--- config.mk ---
export PLATFORM = sky130hd
export DESIGN_NAME = rtc_calendar
export DESIGN_NICKNAME = d
export VERILOG_FILES = /design/src/rtl/rtc_cal_pkg.sv /design/src/rtl/rtc_prescale.sv /design/src/rtl/rtc_cal_core.sv /design/src/rtl/rtc_user_regs.sv /design/src/rtl/rtc_calendar.sv
export SDC_FILE = /design/constraint.sdc
export NUM_CORES = 1
export LEC_CHECK = 0
export BUFFER_PORTS_ARGS = -buffer_cell sky130_fd_sc_hd__buf_2
export CAP_MARGIN = 5
export CORE_MARGIN = 1.5
export CORE_UTILIZATION = 50
export DETAILED_ROUTE_END_ITERATION = 7
export GPL_TIMING_DRIVEN = 1
export PLACE_DENSITY = 0.66
export SETUP_SLACK_MARGIN = 0.05
export SLEW_MARGIN = 0
export SYNTH_ARGS = -nofsm -noshare
export SYNTH_HDL_FRONTEND = slang
export SYNTH_HIERARCHICAL = 1
export SYNTH_SLANG_ARGS = --single-unit
--- constraint.sdc ---
create_clock -name clk -period 4.53 [get_ports clk]
set_input_delay 0.453 -clock clk [delete_from_list [all_inputs] [get_ports clk]]
set_output_delay 0.453 -clock clk [all_outputs]
set_load 0.02 [all_outputs]
--- src/rtl/rtc_cal_pkg.sv ---
package rtc_cal_pkg;

   // Packed time; seconds occupy the low byte so byte i maps to address 2+i.
   typedef struct packed {
      logic [7:0] yr;
      logic [7:0] mon;
      logic [7:0] date;
      logic [7:0] dow;
      logic [7:0] hr;
      logic [7:0] min;
      logic [7:0] sec;
   } rtc_time_t;

   localparam int TIME_BYTES = 7;
   localparam int FIRST_TIME_ADDR = 2;

   localparam rtc_time_t TIME_RST = '{yr: 8'h00, mon: 8'h01, date: 8'h01,
                                      dow: 8'h01, hr: 8'h00, min: 8'h00,
                                      sec: 8'h00};

   // BCD increment with wrap from hi (or anything above) back to lo.
   function automatic logic [7:0] bcd_step(logic [7:0] v, logic [7:0] lo,
                                           logic [7:0] hi);
      if (v >= hi)
         return lo;
      else if (v[3:0] >= 4'd9)
         return {v[7:4] + 4'd1, 4'd0};
      else
         return v + 8'd1;
   endfunction

   // 10*t mod 4 equals 2 when t is odd, so the ones digit decides.
   function automatic logic is_leap(logic [7:0] yr);
      if (yr[4])
         return (yr[3:0] == 4'd2) || (yr[3:0] == 4'd6);
      else
         return (yr[3:0] == 4'd0) || (yr[3:0] == 4'd4) || (yr[3:0] == 4'd8);
   endfunction

   function automatic logic [7:0] month_last(logic [7:0] mon, logic [7:0] yr);
      case (mon)
         8'h02:                      return is_leap(yr) ? 8'h29 : 8'h28;
         8'h04, 8'h06, 8'h09, 8'h11: return 8'h30;
         default:                    return 8'h31;
      endcase
   endfunction

endpackage

--- src/rtl/rtc_prescale.sv ---
module rtc_prescale #(
   parameter int PRESCALE   = 32768,
   parameter int CAL_WINDOW = 60,
   parameter int MAG_W      = 5
) (
   input  logic             clk,
   input  logic             rst_n,
   input  logic             tick_en,
   input  logic             restart,
   input  logic             cal_sign,
   input  logic [MAG_W-1:0] cal_mag,
   output logic             sec_tick,
   output logic             wave
);
   localparam int CW = $clog2(PRESCALE + (1 << MAG_W));
   localparam int WB = $clog2(PRESCALE / 512) - 1;
   localparam logic [CW-1:0] BASE = CW'(PRESCALE - 1);

   if (PRESCALE < 1024 || (PRESCALE & (PRESCALE - 1)) != 0) begin : g_bad_presc
      $error("PRESCALE must be a power of two of at least 1024");
   end
   if (CAL_WINDOW < 1) begin : g_bad_window
      $error("CAL_WINDOW must be at least one second");
   end

   logic [CW-1:0] cnt;
   logic [CW-1:0] term;
   logic          adj;
   logic          wrap;

   // Window position: a single-second window trims every second.
   if (CAL_WINDOW == 1) begin : g_win_every
      assign adj = 1'b1;
   end else begin : g_win_count
      localparam int WW = $clog2(CAL_WINDOW);
      logic [WW-1:0] win;
      always_ff @(posedge clk or negedge rst_n) begin
         if (!rst_n)
            win <= '0;
         else if (restart)
            win <= '0;
         else if (wrap)
            win <= (win == WW'(CAL_WINDOW - 1)) ? '0 : win + 1'b1;
      end
      assign adj = (win == '0);
   end

   always_comb begin
      if (!adj)
         term = BASE;
      else if (cal_sign)
         term = BASE - CW'(cal_mag);
      else
         term = BASE + CW'(cal_mag);
   end

   assign wrap     = tick_en && (cnt == term);
   assign sec_tick = wrap;

   always_ff @(posedge clk or negedge rst_n) begin
      if (!rst_n)
         cnt <= '0;
      else if (restart)
         cnt <= '0;
      else if (tick_en)
         cnt <= wrap ? '0 : cnt + 1'b1;
   end

   assign wave = cnt[WB];

endmodule

--- src/rtl/rtc_cal_core.sv ---
module rtc_cal_core
   import rtc_cal_pkg::*;
(
   input  logic      clk,
   input  logic      rst_n,
   input  logic      sec_tick,
   input  logic      load,
   input  rtc_time_t load_val,
   output rtc_time_t now,
   output rtc_time_t nxt
);
   logic [7:0] last_day;

   assign last_day = month_last(now.mon, now.yr);

   always_comb begin
      nxt = now;
      if (load) begin
         nxt = load_val;
      end else if (sec_tick) begin
         nxt.sec = bcd_step(now.sec, 8'h00, 8'h59);
         if (now.sec >= 8'h59) begin
            nxt.min = bcd_step(now.min, 8'h00, 8'h59);
            if (now.min >= 8'h59) begin
               nxt.hr = bcd_step(now.hr, 8'h00, 8'h23);
               if (now.hr >= 8'h23) begin
                  nxt.dow  = bcd_step(now.dow, 8'h01, 8'h07);
                  nxt.date = bcd_step(now.date, 8'h01, last_day);
                  if (now.date >= last_day) begin
                     nxt.mon = bcd_step(now.mon, 8'h01, 8'h12);
                     if (now.mon >= 8'h12)
                        nxt.yr = bcd_step(now.yr, 8'h00, 8'h99);
                  end
               end
            end
         end
      end
   end

   always_ff @(posedge clk or negedge rst_n) begin
      if (!rst_n)
         now <= TIME_RST;
      else
         now <= nxt;
   end

endmodule

--- src/rtl/rtc_user_regs.sv ---
module rtc_user_regs
   import rtc_cal_pkg::*;
#(
   parameter int AW    = 4,
   parameter int MAG_W = 5
) (
   input  logic             clk,
   input  logic             rst_n,
   input  logic [AW-1:0]    addr,
   input  logic             we,
   input  logic [7:0]       wdata,
   input  rtc_time_t        core_nxt,
   output logic [7:0]       rdata,
   output rtc_time_t        hold,
   output logic             load,
   output logic             capture,
   output logic             rd_q,
   output logic             wr_q,
   output logic             cal_en,
   output logic             cal_sign,
   output logic [MAG_W-1:0] cal_mag
);
   localparam logic [AW-1:0] A_CTRL = AW'(0);
   localparam logic [AW-1:0] A_TRIM = AW'(1);

   logic ctl_wr;
   logic rd_new;
   logic wr_new;
   logic [7:0] rd_mux;

   assign ctl_wr  = we && (addr == A_CTRL);
   assign rd_new  = ctl_wr ? wdata[0] : rd_q;
   assign wr_new  = ctl_wr ? wdata[1] : wr_q;
   assign capture = rd_new && !rd_q && !wr_q && !wr_new;
   assign load    = wr_q && !wr_new;

   always_ff @(posedge clk or negedge rst_n) begin
      if (!rst_n) begin
         rd_q     <= 1'b0;
         wr_q     <= 1'b0;
         cal_en   <= 1'b0;
         cal_sign <= 1'b0;
         cal_mag  <= '0;
      end else begin
         rd_q <= rd_new;
         wr_q <= wr_new;
         if (ctl_wr)
            cal_en <= wdata[2];
         if (we && addr == A_TRIM) begin
            cal_mag  <= wdata[MAG_W-1:0];
            cal_sign <= wdata[MAG_W];
         end
      end
   end

   always_ff @(posedge clk or negedge rst_n) begin
      if (!rst_n) begin
         hold <= TIME_RST;
      end else if (capture) begin
         hold <= core_nxt;
      end else if (we && wr_q) begin
         for (int i = 0; i < TIME_BYTES; i++) begin
            if (addr == AW'(FIRST_TIME_ADDR + i))
               hold[8*i +: 8] <= wdata;
         end
      end
   end

   always_comb begin
      rd_mux = 8'h00;
      if (addr == A_CTRL)
         rd_mux = {5'b0, cal_en, wr_q, rd_q};
      else if (addr == A_TRIM)
         rd_mux = {{(7 - MAG_W){1'b0}}, cal_sign, cal_mag};
      for (int i = 0; i < TIME_BYTES; i++) begin
         if (addr == AW'(FIRST_TIME_ADDR + i))
            rd_mux = hold[8*i +: 8];
      end
   end

   always_ff @(posedge clk or negedge rst_n) begin
      if (!rst_n)
         rdata <= 8'h00;
      else
         rdata <= rd_mux;
   end

endmodule

--- src/rtl/rtc_calendar.sv ---
module rtc_calendar
   import rtc_cal_pkg::*;
#(
   parameter int PRESCALE   = 32768,
   parameter int CAL_WINDOW = 60,
   parameter int AW         = 4
) (
   input  logic          clk,
   input  logic          rst_n,
   input  logic          tick_en,
   input  logic          pfail_in,
   input  logic [AW-1:0] reg_addr,
   input  logic          reg_we,
   input  logic [7:0]    reg_wdata,
   output logic [7:0]    reg_rdata,
   output logic          cal_out
);
   localparam int MAG_W = 5;

   if (AW < 4) begin : g_bad_aw
      $error("AW must reach addresses 0 to 8");
   end

   rtc_time_t        core_now;
   rtc_time_t        core_nxt;
   rtc_time_t        hold;
   logic             load;
   logic             capture;
   logic             rd_q;
   logic             wr_q;
   logic             cal_en;
   logic             cal_sign;
   logic [MAG_W-1:0] cal_mag;
   logic             sec_tick;
   logic             wave;

   rtc_prescale #(.PRESCALE(PRESCALE), .CAL_WINDOW(CAL_WINDOW), .MAG_W(MAG_W)) u_presc (
      .clk      (clk),
      .rst_n    (rst_n),
      .tick_en  (tick_en),
      .restart  (load),
      .cal_sign (cal_sign),
      .cal_mag  (cal_mag),
      .sec_tick (sec_tick),
      .wave     (wave)
   );

   rtc_cal_core u_core (
      .clk      (clk),
      .rst_n    (rst_n),
      .sec_tick (sec_tick),
      .load     (load),
      .load_val (hold),
      .now      (core_now),
      .nxt      (core_nxt)
   );

   rtc_user_regs #(.AW(AW), .MAG_W(MAG_W)) u_regs (
      .clk      (clk),
      .rst_n    (rst_n),
      .addr     (reg_addr),
      .we       (reg_we),
      .wdata    (reg_wdata),
      .core_nxt (core_nxt),
      .rdata    (reg_rdata),
      .hold     (hold),
      .load     (load),
      .capture  (capture),
      .rd_q     (rd_q),
      .wr_q     (wr_q),
      .cal_en   (cal_en),
      .cal_sign (cal_sign),
      .cal_mag  (cal_mag)
   );

   assign cal_out = cal_en ? wave : pfail_in;

endmodule

## Word level (Yosys, flattened, before mapping)

Cells that the tools add are included.

- Bits in latches: 0
- Word-level logic and storage cells: 162
- Register bits after elaboration: 151
- Memories: 0
- Memory bits (read-only): 0
- Output and inout bits: 9
- Bits in writable memories: 0
- Input bits: 17

- Bitwise gates (word level): 0
- $add $sub $neg: 18
- Divide/modulo/power cells: 0
- Multipliers: 0
- Reductions and logical operators: 35
- Equality and inequality tests: 19
- $lt $le $gt $ge: 14
- Multiplexer cells: 54
- Shifts and indexed selects: 0

Operator list:

| operator | count |
|---|---|
| two-way mux 8 bit | 30 |
| two-way mux 56 bit | 4 |
| two-way mux 16 bit | 6 |
| adder 8 x 1 -> 8 bit (second input constant) | 7 |
| two-way mux 48 bit | 1 |
| two-way mux 40 bit | 1 |
| two-way mux 32 bit | 1 |
| adder 4 x 1 -> 4 bit (second input constant) | 7 |
| greater-or-equal comparator 4 bit (second input constant) | 7 |
| == test 4 x 3 -> 1 bit (second input constant) | 6 |
| two-way mux 6 bit | 4 |
| nonzero test 2 bit | 10 |
| adder 15 x 5 -> 16 bit (first input constant) | 1 |
| adder 16 x 1 -> 16 bit (second input constant) | 1 |
| == test 16 bit | 1 |
| == test 8 x 3 -> 1 bit (second input constant) | 2 |
| greater-or-equal comparator 8 x 7 -> 1 bit (second input constant) | 2 |
| one-hot mux 8 bit (2 select lines) | 1 |
| subtractor 15 x 5 -> 16 bit (first input constant) | 1 |
| AND reduction 2 bit | 7 |
| == test 4 x 2 -> 1 bit (second input constant) | 3 |
| == test 4 bit (second input constant) | 2 |
| == test 8 x 2 -> 1 bit (second input constant) | 1 |
| == test 8 x 4 -> 1 bit (second input constant) | 1 |
| other kinds (16) | 33 |

## Depth between registers and ports, before layout

- Word-level depth: 15
- Depth in mapped cells: 20
- Depth with buffers taken out: 17

## Hierarchy

The synthesis kept the hierarchy.

By module, submodules not included:

| module | area an instance (µm²) | cells an instance | sequential area each (µm²) | instances |
|---|---|---|---|---|
| rtc_cal_core | 3975.1 | 452 | 1405.1 | 1 |
| rtc_user_regs | 3902.5 | 383 | 1830.5 | 1 |
| rtc_prescale | 1592.8 | 187 | 550.5 | 1 |
| rtc_calendar | 15.0 | 1 | 0.0 | 1 |

## Worst setup path before layout

OpenSTA, ideal clock, no wires.

- Path kind: flip-flop to flip-flop
- Start point: register u_presc.g_win_count.win[0]
- End point: register, netlist name u_regs/hold[48]
- Data arrival time: 3.966 ns
- Data required time: 4.453 ns
- Period minus slack after synthesis: 4.043 ns
- Library setup time: 0.077 ns
- Slack: 0.487 ns
- Path buffers: 3
- Cell stages (with the launch flop): 18
- Cells stage by stage: dfrtp_1 inv_1 ha_1 or3b_1 or3_1 buf_2 or4_1 and3_1 buf_6 nor3_1 buf_4 nand4_1 o22ai_2 nand4_1 or4_1 a31oi_1 nand2_1 o21ai_1

RTL lines:

| element | RTL line | source |
|---|---|---|
| start, declared | rtc_prescale.sv:36 | `logic [WW-1:0] win;` |
| start signal, assigned | rtc_prescale.sv:43 | `win <= (win == WW'(CAL_WINDOW - 1)) ? '0 : win + 1'b1;` |

==> flow_summary.yaml <==
pwr:
  seqPwrFrac_pct: 43.5
  p_switching_mw: 1.27
  intPower_mw: 2.81
  p_leak_nw: 4.53
  peakVddDrop_mv: 0.299
  pwr-share-comb_pct: 19.3
  p_clk_share_pct: 37.2
  swShare_pct: 31.2
  pwr_density_cell_nw_per_um2: 392
detailed_routing:
  ant_nets: 0
  post-route-drc-count: 0
  wire_per_inst_um: 20.0
  wl_mm: 25.5
  drtIter0Drc: 575
  drt_pass1_iterations: 5
  vias: 7906
  vias_per_cell: 6.20
clock_tree:
  cts_buffer_depth: 2
  postCtsHoldBufs: 0
  cts_buffers: 17
  root_buffer: "clkbuf_16"
  path_clk_slew_ns: 0.07
  cts-resized-gates: 0
  cts_tree: "built"
  cts_setup_buffers: 0
  cts_max_level: 4
  clock_latency_ns: 0.44
  cts_sinks: 151
status:
  status: "complete, no violations"
floorplan:
  start_util_pct: 50.9
  die_h_um: 141
  die_x_um: 141
  io_pins: 26
  core_um2: 18600
  die_area_um2: 19800
  num_rows: 50
critical_path:
  path_common_cell: "a221o_1"
  crit_type: "reg -> reg"
  cp_num_buf_inv: 1
  reg2regPathDepth: 13
  cp_cell_sequence: "inv_1, ha_1, or3b_1, or3_1, or4_1, and3_1, nor3_4, nand4_1, o22ai_2, and4_4, a211oi_1, a221o_1, a221o_1"
  worstPathArrival_ns: 4.45
  start_kind: "flop"
  crit_slowest_cell: "or4_1"
  r2r_start: "u_presc/g_win_count.win[0]"
  crit_family: "simple AND/OR/NAND/NOR gates"
  worstSetupStartpoint: "u_presc/g_win_count.win[0]"
  worst-path-stages: 13
  max_stage_delay_ns: 0.50
  worstPathRequired_ns: 4.84
  crit_fanout: 19
  r2r_slack_ns: 0.39
  r2r_end: "u_regs/hold[49]"
  cp-end-kind: "flop"
logic_synthesis:
  synth_area_um2: 9490
  syn-instance-count: 1023
  synth_ff_type: "dfrtp_1"
  ys_types: 88
  synth_nets: 1087
  synthTopCellsByArea: "dfrtp_1 (38%), mux2i_1 (7.6%), ha_1 (6.2%), nand2_1 (5.3%), o21ai_1 (2.6%)"
  synth_edf_count: 0
  synth_seq_area_share_pct: 39.9
  yosysWarnings: 6
  synth-seq-cells: 151
  synthTopCellsByCount: "dfrtp_1 (145), nand2_1 (135), mux2i_1 (72), nor2_1 (61), o21ai_1 (50)"
  synth-async-reset-ratio_pct: 100
  synth.most_common_cell: "dfrtp_1"
  synth_top_area_share_pct: 38.3
  yosys.area.top_type: "dfrtp_1"
  avgSynthCellArea_um2: 9.27
timing:
  hold_viol: 0
  setup_violations: 0
  fmax_mhz: 242
  maxSlewHeadroom_pct: 41.7
  worst_slew_pin_slew_ns: 0.873
  fin_crit_ns: 4.14
  finalMaxSlewViolations: 0
  worst_clock_skew_ns: 0.0107
  tns_ns: 0
  post-route-period-util_pct: 91.3
  grt_setup_unrepaired: "no"
place:
  port_buffers: 25
  dp_hpwl_mm: 17.3
  place_congestion: 0.927
cells_and_area:
  area_delta_synth_final_pct: 9.91
  diodes: 0
  post-route-util_pct: 55.9
  drive_above_1_share_pct: 10.6
  fill_cells: 1687
  nNetsFinal: 1093
job:
  cap_violations: 0
global_route:
  grt_pass1_wl_mm: 41.5
  grt_max_degree: 78
  grt_use_total_pct: 26.8
  overflow: 0
  antenna_found_initial: 1
  grt_pass1_vias: 7745
hold_path:
  hold_class: "in -> async"
[power groups by stage]
stage	logic (mW)	clock network, mW	registers, mW
finish	0.788	1.52	1.78
global route	0.877	1.60	1.81
CTS	0.777	1.54	1.78
detailed placement	0.765	0	1.80
global placement	0.751	0	1.80
floorplan	0.579	0	1.72
[worst register-to-register path, delay by kind of cell, from the launching register on]
family / cells / cell delay (ns)
AOI/OAI and AO/OA: 4 / 1.01
and+or+nand+nor: 7 / 2.38
adders and majority gates: 1 / 0.13
buffers and inverters: 1 / 0.09
DFF: 1 / 0.41
[worst max path at each step]
stage / slack [ns] / to
floorplan: 0.49 / u_regs/hold[48]
global placement: 0.33 / u_regs/hold[35]
detailed placement: 0.21 / u_regs/hold[49]
CTS: 0.07 / u_regs/hold[17]
global route: 0.07 / u_regs/hold[35]
finish: 0.39 / u_regs/hold[49]
[layout make-up]
class                   count  area, µm²  share of cell area [%]
clock buffers              18        439                    4.21
clock inverters            13        180                    1.73
inverters                  47        176                    1.69
multi-input cells         770       5290                    50.8
flip-flops and latches    151       3790                    36.3
well taps                 234        293                    2.81
repair buffers             42        259                    2.48
[registers in the layout (all words and copies together), names as in the netlist]
signal                   flops
u_core/now                  56
u_regs/hold                 56
u_presc/cnt                 16
u_regs/rdata                 8
u_presc/g_win_count.win      6
u_regs/cal_mag               5
u_regs/cal_en                1
u_regs/cal_sign              1
u_regs/rd_q                  1
u_regs/wr_q                  1
[layer usage]
metal	global-route usage, %	wire length, µm	up-vias
met2	42.4	11700	225
met4	8.66	565	0
met5	0	0	-
met1	37.4	11900	3898
li1	-	-	3748
met3	5.10	1380	35
[cells in the final DEF, fill, tap and decap left out, types with 6 or more instances in the layout]
master / n
nand2b_1: 8
nand4_1: 11
a22o_1: 10
nor2b_1: 11
nand2_1: 134
ha_1: 47
a41oi_1: 6
buf_2: 24
nor4_1: 6
dfstp_2: 6
o21ai_1: 50
nor2_1: 61
o31ai_1: 14
mux2_1: 7
a21oi_1: 28
buf_4: 17
mux2i_1: 72
nand3_1: 28
or3_1: 7
a221o_1: 6
nor3_1: 18
and3_1: 8
xor2_1: 14
a31oi_1: 19
inv_1: 46
o22ai_1: 7
a22oi_1: 10
clkbuf_16: 17
nor3b_1: 13
o21ai_0: 40
xnor2_1: 13
a2bb2oi_1: 8
dfrtp_1: 145
[per-stage QoR]
| step | instance area [µm²] | power, mW | hold WS [ns] | setup WS [ns] | std cells |
|---|---|---|---|---|---|
| floorplan | 9490 | 2.30 | 0.157 | 0.487 | 1023 |
| global placement | 9780 | 2.55 | 0.507 | 0.332 | 1244 |
| global route | 10400 | 4.28 | 0.0820 | 0.0740 | 1275 |
| CTS | 10400 | 4.09 | 0.0530 | 0.0651 | 1275 |
| finish | 10400 | 4.08 | 0.0240 | 0.394 | 1275 |
| detailed placement | 9780 | 2.56 | 0.513 | 0.208 | 1244 |
[kinds of logic (layout without fill, tap and decap cells)]
kind of cell / after synthesis / count (layout) / synth area share (%)
AOI/OAI and AO/OA: 257 / 257 / 18.2
xor gates and xnor gates: 27 / 27 / 2.49
adders and majority gates: 47 / 47 / 6.20
buffers and inverters: 102 / 120 / 4.67
DFF: 151 / 151 / 39.9
muxes: 83 / 83 / 8.94
and+or+nand+nor: 356 / 356 / 19.5
Note: power is estimated with default switching activity, not from simulation.
